## config.mk

```make
export PLATFORM = sky130hd
export DESIGN_NAME = priv_mode_ctrl
export DESIGN_NICKNAME = d
export VERILOG_FILES = /design/src/rtl/pmc_pkg.sv /design/src/rtl/pmc_ctx_fsm.sv /design/src/rtl/pmc_sp_banks.sv /design/src/rtl/priv_mode_ctrl.sv
export SDC_FILE = /design/constraint.sdc
export NUM_CORES = 1
export LEC_CHECK = 0
export BUFFER_PORTS_ARGS = -buffer_cell sky130_fd_sc_hd__buf_4
export CORE_AREA = 2 2 104 106
export CTS_BUF_LIST = sky130_fd_sc_hd__clkbuf_4 sky130_fd_sc_hd__clkbuf_8
export CTS_CLUSTER_DIAMETER = 30
export CTS_CLUSTER_SIZE = 12
export DETAILED_ROUTE_END_ITERATION = 8
export DIE_AREA = 0 0 106 108
export GPL_TIMING_DRIVEN = 0
export HOLD_SLACK_MARGIN = 0.02
export PLACE_DENSITY_LB_ADDON = 0.1
export SYNTH_ARGS = -nofsm -noshare
export SYNTH_HDL_FRONTEND = slang
export SYNTH_SLANG_ARGS = --single-unit
```

## constraint.sdc

```tcl
create_clock -name clk_i -period 3.8 [get_ports clk_i]
set_input_delay 0.57 -clock clk_i [delete_from_list [all_inputs] [get_ports clk_i]]
set_output_delay 0.57 -clock clk_i [all_outputs]
set_load 0.03 [all_outputs]
```

## src/rtl/pmc_pkg.sv

```systemverilog
package pmc_pkg;

    typedef enum logic {
        MODE_THREAD  = 1'b0,
        MODE_HANDLER = 1'b1
    } exec_mode_e;

    // Bit positions inside the control word and the return code.
    localparam int CTRL_NPRIV_BIT = 0;
    localparam int CTRL_SPSEL_BIT = 1;
    localparam int RET_THREAD_BIT = 0;
    localparam int RET_SPSEL_BIT  = 1;

    typedef struct packed {
        exec_mode_e mode;
        logic       npriv;  // thread code runs unprivileged
        logic       spsel;  // thread code uses process stack
    } ctx_state_t;

    localparam ctx_state_t CTX_RESET = '{mode: MODE_THREAD, npriv: 1'b0, spsel: 1'b0};

endpackage

```

## src/rtl/pmc_ctx_fsm.sv

```systemverilog
module pmc_ctx_fsm
    import pmc_pkg::*;
(
    input  logic       clk_i,
    input  logic       rst_ni,
    input  logic       enter_i,
    input  logic       ret_i,
    input  logic [1:0] ret_code_i,
    input  logic       ctrl_we_i,
    input  logic [1:0] ctrl_wdata_i,
    output ctx_state_t state_o
);

    ctx_state_t st_d, st_q;
    logic       in_handler;
    logic       write_ok;
    logic       back_to_thread;

    always_comb begin
        st_d           = st_q;
        in_handler     = (st_q.mode == MODE_HANDLER);
        // Unprivileged thread code may not touch the control word at all.
        write_ok       = ctrl_we_i && (in_handler || !st_q.npriv);
        back_to_thread = ret_i && in_handler && ret_code_i[RET_THREAD_BIT];

        if (write_ok) begin
            st_d.npriv = ctrl_wdata_i[CTRL_NPRIV_BIT];
            st_d.spsel = ctrl_wdata_i[CTRL_SPSEL_BIT];
        end

        if (enter_i) begin
            // Entry wins over a coincident exit: tail-chained handler.
            st_d.mode = MODE_HANDLER;
        end else if (back_to_thread) begin
            st_d.mode  = MODE_THREAD;
            st_d.spsel = ret_code_i[RET_SPSEL_BIT];
        end
    end

    always_ff @(posedge clk_i) begin
        if (!rst_ni) begin
            st_q <= CTX_RESET;
        end else begin
            st_q <= st_d;
        end
    end

    assign state_o = st_q;

endmodule

```

## src/rtl/pmc_sp_banks.sv

```systemverilog
module pmc_sp_banks #(
    parameter int              SP_W       = 32,
    parameter int              ALIGN_BITS = 2,
    parameter logic [SP_W-1:0] MSP_RST    = '0,
    parameter logic [SP_W-1:0] PSP_RST    = '0
) (
    input  logic            clk_i,
    input  logic            rst_ni,
    input  logic            sel_i,
    input  logic            we_i,
    input  logic [SP_W-1:0] wdata_i,
    output logic [SP_W-1:0] rdata_o
);

    localparam int              NUM_BANKS = 2;
    localparam logic [SP_W-1:0] KEEP_MASK =
        {{(SP_W-ALIGN_BITS){1'b1}}, {ALIGN_BITS{1'b0}}};
    localparam logic [SP_W-1:0] RST_TAB [NUM_BANKS] = '{MSP_RST & KEEP_MASK,
                                                         PSP_RST & KEEP_MASK};

    logic [SP_W-1:0] bank_d [NUM_BANKS];
    logic [SP_W-1:0] bank_q [NUM_BANKS];

    always_comb begin
        for (int b = 0; b < NUM_BANKS; b++) begin
            bank_d[b] = bank_q[b];
            if (we_i && (int'(sel_i) == b)) begin
                bank_d[b] = wdata_i & KEEP_MASK;
            end
        end
    end

    always_ff @(posedge clk_i) begin
        for (int b = 0; b < NUM_BANKS; b++) begin
            if (!rst_ni) begin
                bank_q[b] <= RST_TAB[b];
            end else begin
                bank_q[b] <= bank_d[b];
            end
        end
    end

    assign rdata_o = bank_q[sel_i];

endmodule

```

## src/rtl/priv_mode_ctrl.sv

```systemverilog
module priv_mode_ctrl
    import pmc_pkg::*;
#(
    parameter int              SP_W       = 32,
    parameter int              ALIGN_BITS = 2,
    parameter logic [SP_W-1:0] MSP_RST    = 32'h2000_0000,
    parameter logic [SP_W-1:0] PSP_RST    = 32'h1000_0000
) (
    input  logic            clk_i,
    input  logic            rst_ni,
    input  logic            exc_enter_i,
    input  logic            exc_return_i,
    input  logic [1:0]      exc_ret_code_i,
    input  logic            ctrl_we_i,
    input  logic [1:0]      ctrl_wdata_i,
    output logic [1:0]      ctrl_rdata_o,
    output logic            handler_mode_o,
    output logic            privileged_o,
    output logic            psp_active_o,
    input  logic            sp_we_i,
    input  logic [SP_W-1:0] sp_wdata_i,
    output logic [SP_W-1:0] sp_rdata_o
);

    ctx_state_t ctx;
    logic       in_handler;

    pmc_ctx_fsm u_ctx (
        .clk_i        (clk_i),
        .rst_ni       (rst_ni),
        .enter_i      (exc_enter_i),
        .ret_i        (exc_return_i),
        .ret_code_i   (exc_ret_code_i),
        .ctrl_we_i    (ctrl_we_i),
        .ctrl_wdata_i (ctrl_wdata_i),
        .state_o      (ctx)
    );

    assign in_handler     = (ctx.mode == MODE_HANDLER);
    assign handler_mode_o = in_handler;
    assign privileged_o   = in_handler || !ctx.npriv;
    assign psp_active_o   = !in_handler && ctx.spsel;
    assign ctrl_rdata_o   = {ctx.spsel, ctx.npriv};

    pmc_sp_banks #(
        .SP_W       (SP_W),
        .ALIGN_BITS (ALIGN_BITS),
        .MSP_RST    (MSP_RST),
        .PSP_RST    (PSP_RST)
    ) u_banks (
        .clk_i   (clk_i),
        .rst_ni  (rst_ni),
        .sel_i   (psp_active_o),
        .we_i    (sp_we_i),
        .wdata_i (sp_wdata_i),
        .rdata_o (sp_rdata_o)
    );

endmodule

```

# After elaboration in Yosys (flattened, before gate mapping)
# Memory sizes are Yosys's and may differ from the RTL's.
# Index checks and enable logic that the tools add are counted.
word_totals:
  register_bits: 3
  ram_bits: 64
  elab_cells: 32
  memories: 1
op_classes:
  n_eq_ne: 2
  muxes: 11
  bitwise: 3
  reduce_logical: 12
mem_list:
  columns: ["memory", "words", "word_bits", "rd", "rd_clocked_by_memory_dff", "wr", "line_no", "text"]
  rows:
  - ["u_banks.bank_q", 2, 32, 1, 0, 2, "pmc_sp_banks.sv:22", "logic [SP_W-1:0] bank_q [NUM_BANKS];"]
op_table:
  columns: ["op", "n"]
  rows:
  - ["two-way mux 32 bit", 4]
  - ["two-way mux 1 bit", 7]
  - ["logical AND 1 bit", 6]
  - ["AND reduction 2 bit", 2]
  - ["logical NOT 1 bit", 2]
  - ["!= test 1 bit, second input constant", 2]
  - ["OR 1 bit", 2]
  - ["nonzero test 2 bit", 1]
  - ["logical OR 1 bit", 1]
  - ["inverter 1 bit", 1]

# Longest topological paths before layout
# Gate-level depths: netlist of the first run.
logic_depth:
  depth_word: 7
  ltp_mapped: 6

# Cells and area by module
# Synthesis of the first run repeated with hierarchy kept, for this count alone.
hier_totals:
  cells_unflattened: 219
  area_unflattened_um2: 2795.2
by_module_without_submodules:
  columns: ["module", "instances", "cells_each", "area_each_um2", "seq_area_each_um2"]
  rows:
  - ["pmc_sp_banks", 1, 202, 2632.5, 1801.7]
  - ["pmc_ctx_fsm", 1, 15, 150.1, 60.1]
  - ["priv_mode_ctrl", 1, 2, 12.5, 0.0]

# Worst setup path after synthesis of the first run
# No wires, ideal clock.
synth_timing:
  path_kind: "flip-flop to flip-flop"
  startpoint: "register u_ctx.st_q (netlist bit u_ctx.in_handler)"
  endpoint: "memory u_banks.bank_q[0][10], enable pin"
  setup_ns: 0.459
  arrival_ns: 3.101
  required_ns: 3.341
  slack_ns: 0.240
  path_stages_with_launch: 5
  period_less_slack_ns: 3.560
  cell_sequence: "dfxtp_1 > nor2b_2 > buf_6 > buf_6 > o21ai_0"
synth_rtl:
  columns: ["item", "line_no", "text"]
  rows:
  - ["from (decl)", "pmc_ctx_fsm.sv:14", "ctx_state_t st_d, st_q;"]
  - ["from (signal assigned)", "pmc_ctx_fsm.sv:44", "st_q <= st_d;"]
  - ["to (decl)", "pmc_sp_banks.sv:22", null]

# Worst setup path after layout of the first run
layout_timing:
  startpoint: "register u_ctx.st_q (netlist bit u_ctx.in_handler)"
  endpoint: "output sp_rdata_o[15]"
layout_between:
  elab_chain_cells: 3
layout_lines:
  columns: ["item", "line_no", "text"]
  rows:
  - ["logical NOT 1 bit", "priv_mode_ctrl.sv:42", "assign psp_active_o = !in_handler && ctx.spsel;"]
  - ["logical AND 1 bit", "priv_mode_ctrl.sv:42", null]
  - ["memory (2 x 32 bit)", null, null]
  - ["to (decl)", "priv_mode_ctrl.sv:22", "output logic [SP_W-1:0] sp_rdata_o"]
# No other way between the ends.

==> results of run 1 <==
layout make-up:
cell class              instances  area (µm²)  share of cell area (%)
flip-flops and latches         63        1860                    49.3
multi-input cells             109         851                    22.5
repair buffers                 75         583                    15.4
well taps                     136         170                    4.50
clock buffers                   9         124                    3.28
plain buffers                  12         120                    3.18
clock inverters                 7        63.8                    1.69
inverters                       1        3.75                  0.0994
stage by stage:
stage / setup WS (ns) / hold slack, ns / power [mW]
final: 1.52 / 0.464 / 1.66
after global routing: 1.39 / 0.442 / 1.74
after CTS: 1.46 / 0.442 / 1.69
after detailed placement: 1.85 / 0.553 / 1.12
after global placement: -1.31 / 0.551 / 1.12
after floorplan: 0.240 / 0.687 / 0.997
worst register-to-register path: cells and delay by family (launching register included):
family | cells | cell delay [ns]
simple gates | 3 | 0.82
flops | 1 | 0.37
buf+inv | 2 | 0.34
placed cells by master (no fill, tap or decap), types with 2 or more instances in the layout:
master	instances
nand2_1	3
mux2_2	30
buf_6	9
conb_1	2
nand2b_1	2
edfxtp_1	60
clkbuf_8	9
clkinv_2	3
dfxtp_1	3
buf_4	76
and2_1	58
clkinvlp_4	2
synth_stat cells, drive strengths merged:
cell type	number	area (µm²)
or3	1	6.26
and2	58	363
nor2b	2	15.0
nor2	1	11.3
nand4b	1	8.76
o211a	1	10.0
nand3	1	5.00
nand2b	2	12.5
mux2	30	338
a31oi	1	6.26
dfxtp	3	60.1
buf	11	116
inv	1	3.75
and3	1	11.3
o21ai	2	10.0
edfxtp	60	1800
clkbuf	1	3.75
a22oi	1	7.51
a21bo	1	10.0
conb	1	3.75
nand2	4	15.0
logic make-up after synthesis:
| group | Yosys count | synth area share [%] |
|---|---|---|
| simple gates | 71 | 15.9 |
| flops | 63 | 66.0 |
| mux | 30 | 12.0 |
| buf+inv | 13 | 4.39 |
| compound gates | 6 | 1.55 |
| other cells | 1 | 0.133 |
state kept, by name (all words and copies together) (netlist names):
register	count
u_banks.bank_q	60
u_ctx.in_handler	1
u_ctx.state_o	2
how the worst min path moves through the flow:
stage | startpoint | end | slack, ns | depth (start not counted)
CTS | exc_enter_i | u_ctx.in_handler$_SDFFE_PN0P_ | 0.44 | 2
global route | exc_enter_i | u_ctx.in_handler$_SDFFE_PN0P_ | 0.44 | 2
finish | exc_enter_i | u_ctx.in_handler$_SDFFE_PN0P_ | 0.46 | 2
detailed placement | u_ctx.state_o[1]$_SDFFE_PN0P_ | u_ctx.state_o[1]$_SDFFE_PN0P_ | 0.55 | 2
floorplan | u_ctx.state_o[1]$_SDFFE_PN0P_ | u_ctx.state_o[1]$_SDFFE_PN0P_ | 0.69 | 2
global placement | u_ctx.state_o[1]$_SDFFE_PN0P_ | u_ctx.state_o[1]$_SDFFE_PN0P_ | 0.55 | 2
per-layer routing:
metal  global-route usage, %  part of all wire (%)
met5                       0                     0
met4                    5.36                   1.7
met3                    3.86                   5.6
met2                    18.9                    50
met1                    12.8                    43
report_power, final:
| group | internal [mW] | switching [mW] |
|---|---|---|
| registers | 0.808 | 0.0112 |
| clock network | 0.297 | 0.267 |
| logic | 0.125 | 0.155 |
| total | 1.23 | 0.433 |
==> results_dict.tcl, run 1 <==
set metrics [dict create \
    status "complete, no violations" \
    via_per_inst 4.18 \
    cp.arrival_ns 1.71 \
    power_density_mw_per_mm2 440 \
    die_x_um 106 \
    max_freq_ghz 0.439 \
    cts_tree "built" \
    route.detailed.drc 0 \
    dr.first_iter.drc_count 42 \
    r2r-start "u_ctx.in_handler$_SDFFE_PN0P_" \
    max_slew.worst_pin.slew_ns 0.817 \
    crit_start "u_ctx.in_handler$_SDFFE_PN0P_" \
    antenna_cells 0 \
    clockBufferDepth 2 \
    layout.cells.non_filler 412 \
    core_mm2 0.0102 \
    grt_pass1_wl_mm 9.23 \
    rrSetupSlack_ns 1.90 \
    num_rows 37 \
    synth.avg_cell_area_um2 15.3 \
    grt-ovfl-total 0 \
    cp.depth 5 \
    critPathMostFrequentCell "buf_6" \
    n_fill_cell 1000 \
    hold_buffers 0 \
    timing.rr.end "u_banks.bank_q[1][17]$_SDFFCE_PN0P_" \
    grt_usage_pct 11.2 \
    cts.sinks 63 \
    dieArea_mm2 0.0114 \
    final_nets 313 \
    dp_hpwl_mm 4.05 \
    syn_area_mm2 0.00282 \
    grt_pass1_vias 1708 \
    max-vdd-ir-drop_v 0.000165 \
    totalWireLength_mm 6.15 \
    start_kind "register" \
    leakagePower_nw 1.55 \
    worst_ep_required_time_ns 3.23 \
    worstSkewPairLatency_ns 0.34 \
    dp.cells 396 \
    port_buffers 74 \
    crit_type "register to primary output" \
    endpoint "sp_rdata_o[15]" \
    vias 1723 \
    clk_pin_slew_ns 0.07 \
    place_area_mm2 0.00359 \
    htreeDepth 3 \
    worst_r2r_path_depth 5 \
    finalHoldViolCount 0 \
    syn_to_final_growth_pct 34.0 \
    synthCells 184 \
    finalMaxSlewViolations 0 \
    io_pins 79 \
    cp-end-kind "primary output" \
    finalCritPeriodShare_pct 59.9 \
    ant_nets 0 \
    antenna_found_initial 0 \
    numCtsBuffers 9 \
    period_needed_ns 2.28 \
    fin_area_mm2 0.00378 \
    fin_util_pct 36.9 \
    drt_pass1_iterations 4 \
    place_congestion 0.655 \
    path_max_fanout 10 \
    finalSetupViolCount 0 \
    postCtsSetupRepairBufs 0 \
    rsz0062_at_grt "false" \
    die_h_um 108 \
    start_util_pct 27.6 \
    maxCapViolations 0 \
    critical-path-max-stage-delay_ns 0.37 \
    fin_tns_setup_ns 0 \
    synth_cell_types 23 \
    drive_gt1_share_pct 49.6 \
    cts-root-buf "clkbuf_8" \
    critical-path-top-delay-family "buffers and inverters" \
    crit_chain "nor2b_2 > buf_6 > buf_6 > mux2_2 > buf_4" \
    ys.warnings.count 0 \
    hp-class "input port to register" \
    post_drt_wl_per_cell_um 14.9 \
    crit_slowest_cell "dfxtp_1" \
    crit_buf_inv 3 \
    fin_skew_ns 0.00416 \
    cts_resized 0 \
    slew_headroom_pct 45.3 \
    grt_max_degree 31 \
    synth_seq_cells 63 \
    seq_area_frac_synth_pct 66.0 \
]
(Power assumes the default switching activity.)
==> run 2, diff against run 1 <==
==> constraint.sdc (replaced) <==
create_clock -name clk_i -period 2 [get_ports clk_i]
set_input_delay 0.3 -clock clk_i [delete_from_list [all_inputs] [get_ports clk_i]]
set_output_delay 0.3 -clock clk_i [all_outputs]
set_load 0.03 [all_outputs]
==> run 2 against run 1 <==
Net effect: power increased by 98%; clock power up 110%; via count fell by 0.70%; die area unchanged; critical endpoint is now sp_rdata_o[23]; largest cell class unchanged.
==> results_dict.tcl, run 2 (same netlist as run 1, synthesis figures left out) <==
set metrics [dict create \
    status "complete, no violations" \
    port_buffers 74 \
    clockBufferDepth 2 \
    finalCritPeriodShare_pct 97.2 \
    via_per_inst 4.13 \
    mostFrequentLayoutCells "buf_4, edfxtp_1, and2_1" \
    ant_nets 0 \
    fin_skew_ns 0.00818 \
    maxCapViolations 0 \
    io_pins 79 \
    dp_hpwl_mm 3.77 \
    start_util_pct 27.6 \
    power.switching_mw 0.801 \
    cp.arrival_ns 1.64 \
    start_kind "register" \
    antenna_found_initial 0 \
    drt_pass1_iterations 3 \
    swShare_pct 24.3 \
    die_x_um 106 \
    max_freq_ghz 0.514 \
    cts.sinks 63 \
    worstSkewPairLatency_ns 0.34 \
    p_clk_share_pct 36.5 \
    finalHoldViolCount 0 \
    path_max_fanout 11 \
    post_drt_wl_per_cell_um 14.8 \
    drive_gt1_share_pct 50.4 \
    dr.first_iter.drc_count 37 \
    grt_pass1_wl_mm 9.25 \
    finalMaxSlewViolations 0 \
    fin_util_pct 37.4 \
    finalSetupViolCount 0 \
    antenna_cells 0 \
    layout.cells.non_filler 414 \
    max-vdd-ir-drop_v 0.000275 \
    crit_type "register to primary output" \
    rsz0062_at_grt "true" \
    vias 1711 \
    dieArea_mm2 0.0114 \
    top_register "u_banks.bank_q" \
    hp-class "input port to register" \
    regArea_mm2 0.00186 \
    cts_tree "built" \
    cts-root-buf "clkbuf_8" \
    slew_headroom_pct 35.0 \
    dp.cells 395 \
    max_slew.worst_pin.slew_ns 0.975 \
    final_nets 315 \
    final_common_cell "buf_4" \
    seq_power_share_pct 47.2 \
    num_rows 37 \
    leakagePower_nw 1.58 \
    clk_pin_slew_ns 0.07 \
    power.share.combinational_pct 16.3 \
    grt_max_degree 31 \
    grt_usage_pct 11.0 \
    die_h_um 108 \
    htreeDepth 3 \
    power_density_mw_per_mm2 862 \
    grt-ovfl-total 0 \
    totalWireLength_mm 6.14 \
    worst_ep_required_time_ns 1.70 \
    core_mm2 0.0102 \
    n_fill_cell 1012 \
    cp-end-kind "primary output" \
    numCtsBuffers 9 \
    syn_to_final_growth_pct 35.7 \
    grt_pass1_vias 1706 \
    place_congestion 0.628 \
    route.detailed.drc 0 \
    period_needed_ns 1.94 \
    multiInputGateArea_um2 860 \
    power.internal_mw 2.50 \
    fin_tns_setup_ns 0 \
    largest_reg_flops 60 \
    power.total_mw 3.30 \
]
[run 2: cell types whose count changed in the layout (fill, tap and decap cells not counted), moves of 2 or more]
cell and change:
clkinv_2 -2, dfxtp_1 -2, buf_4 +2, buf_12 +3, dfxtp_2 +2, buf_6 -3, clkinvlp_4 -2, clkbuf_4 +2
[run 2: area by class of cell]
| cell class | instances | area share [%] |
|---|---|---|
| plain buffers | 12 | 3.83 |
| clock buffers | 11 | 3.63 |
| clock inverters | 5 | 1.90 |
| inverters | 1 | 0.0981 |
| multi-input cells | 110 | 22.5 |
| flip-flops and latches | 63 | 48.7 |
| well taps | 136 | 4.45 |
| repair buffers | 76 | 14.9 |
[run 2: final timing paths]
path / slack, ns / cells after the start / startpoint / end
min reg2reg: 0.57 / 2 / u_ctx.state_o[1]$_SDFFE_PN0P_ / u_ctx.state_o[1]$_SDFFE_PN0P_
min: 0.20 / 2 / exc_enter_i / u_ctx.in_handler$_SDFFE_PN0P_
max reg2reg: 0.08 / 4 / u_ctx.state_o[0]$_SDFF_PN0_ / u_banks.bank_q[0][13]$_SDFFCE_PN0P_
max: 0.06 / 5 / u_ctx.state_o[0]$_SDFF_PN0_ / sp_rdata_o[23]
[run 2: per-layer routing]
layer / global-route usage (%) / share of wire, % / wire length [µm]
met1: 13.2 / 43 / 2640
met5: 0 / 0 / 0
met4: 5.92 / 2.2 / 138
met3: 3.62 / 5.8 / 355
met2: 17.7 / 49 / 3010
[run 2: power by group through the flow]
stage	Sequential, mW	Clock [mW]	Combinational, mW
2_1_floorplan	1.59	0	0.308
3_3_place_gp	1.58	0	0.532
3_5_place_dp	1.59	0	0.532
4_1_cts	1.56	1.23	0.543
5_1_grt	1.57	1.29	0.572
6_report	1.56	1.20	0.536
[run 2: repair_timing]
item / 4_1_cts / 5_1_grt
endpoints found under the setup margin: 57 / 24
pin swaps: 1 / 0
gates resized for setup: 5 / 3
hold endpoints to repair: 0 / 0
setup buffers: 1 / 1
hold buffers: 0 / 0
cloned: 1 / 0
[run 2: through the flow]
step | cell area, µm² | worst slack [ns] | hold slack [ns]
2_1_floorplan | 2840 | 0.123 | 0.428
3_3_place_gp | 3560 | -0.109 | 0.534
3_5_place_dp | 3560 | -0.106 | 0.531
4_1_cts | 3800 | 0.00169 | 0.180
5_1_grt | 3830 | -0.00229 | 0.198
6_report | 3830 | 0.0559 | 0.203
[run 2: critical path, cell delays in order, from the launching register on]
cell	delay (ns)
dfxtp_2	0.33
nor2b_2	0.14
buf_6	0.16
buf_12	0.15
mux2_2	0.35
buf_4	0.17
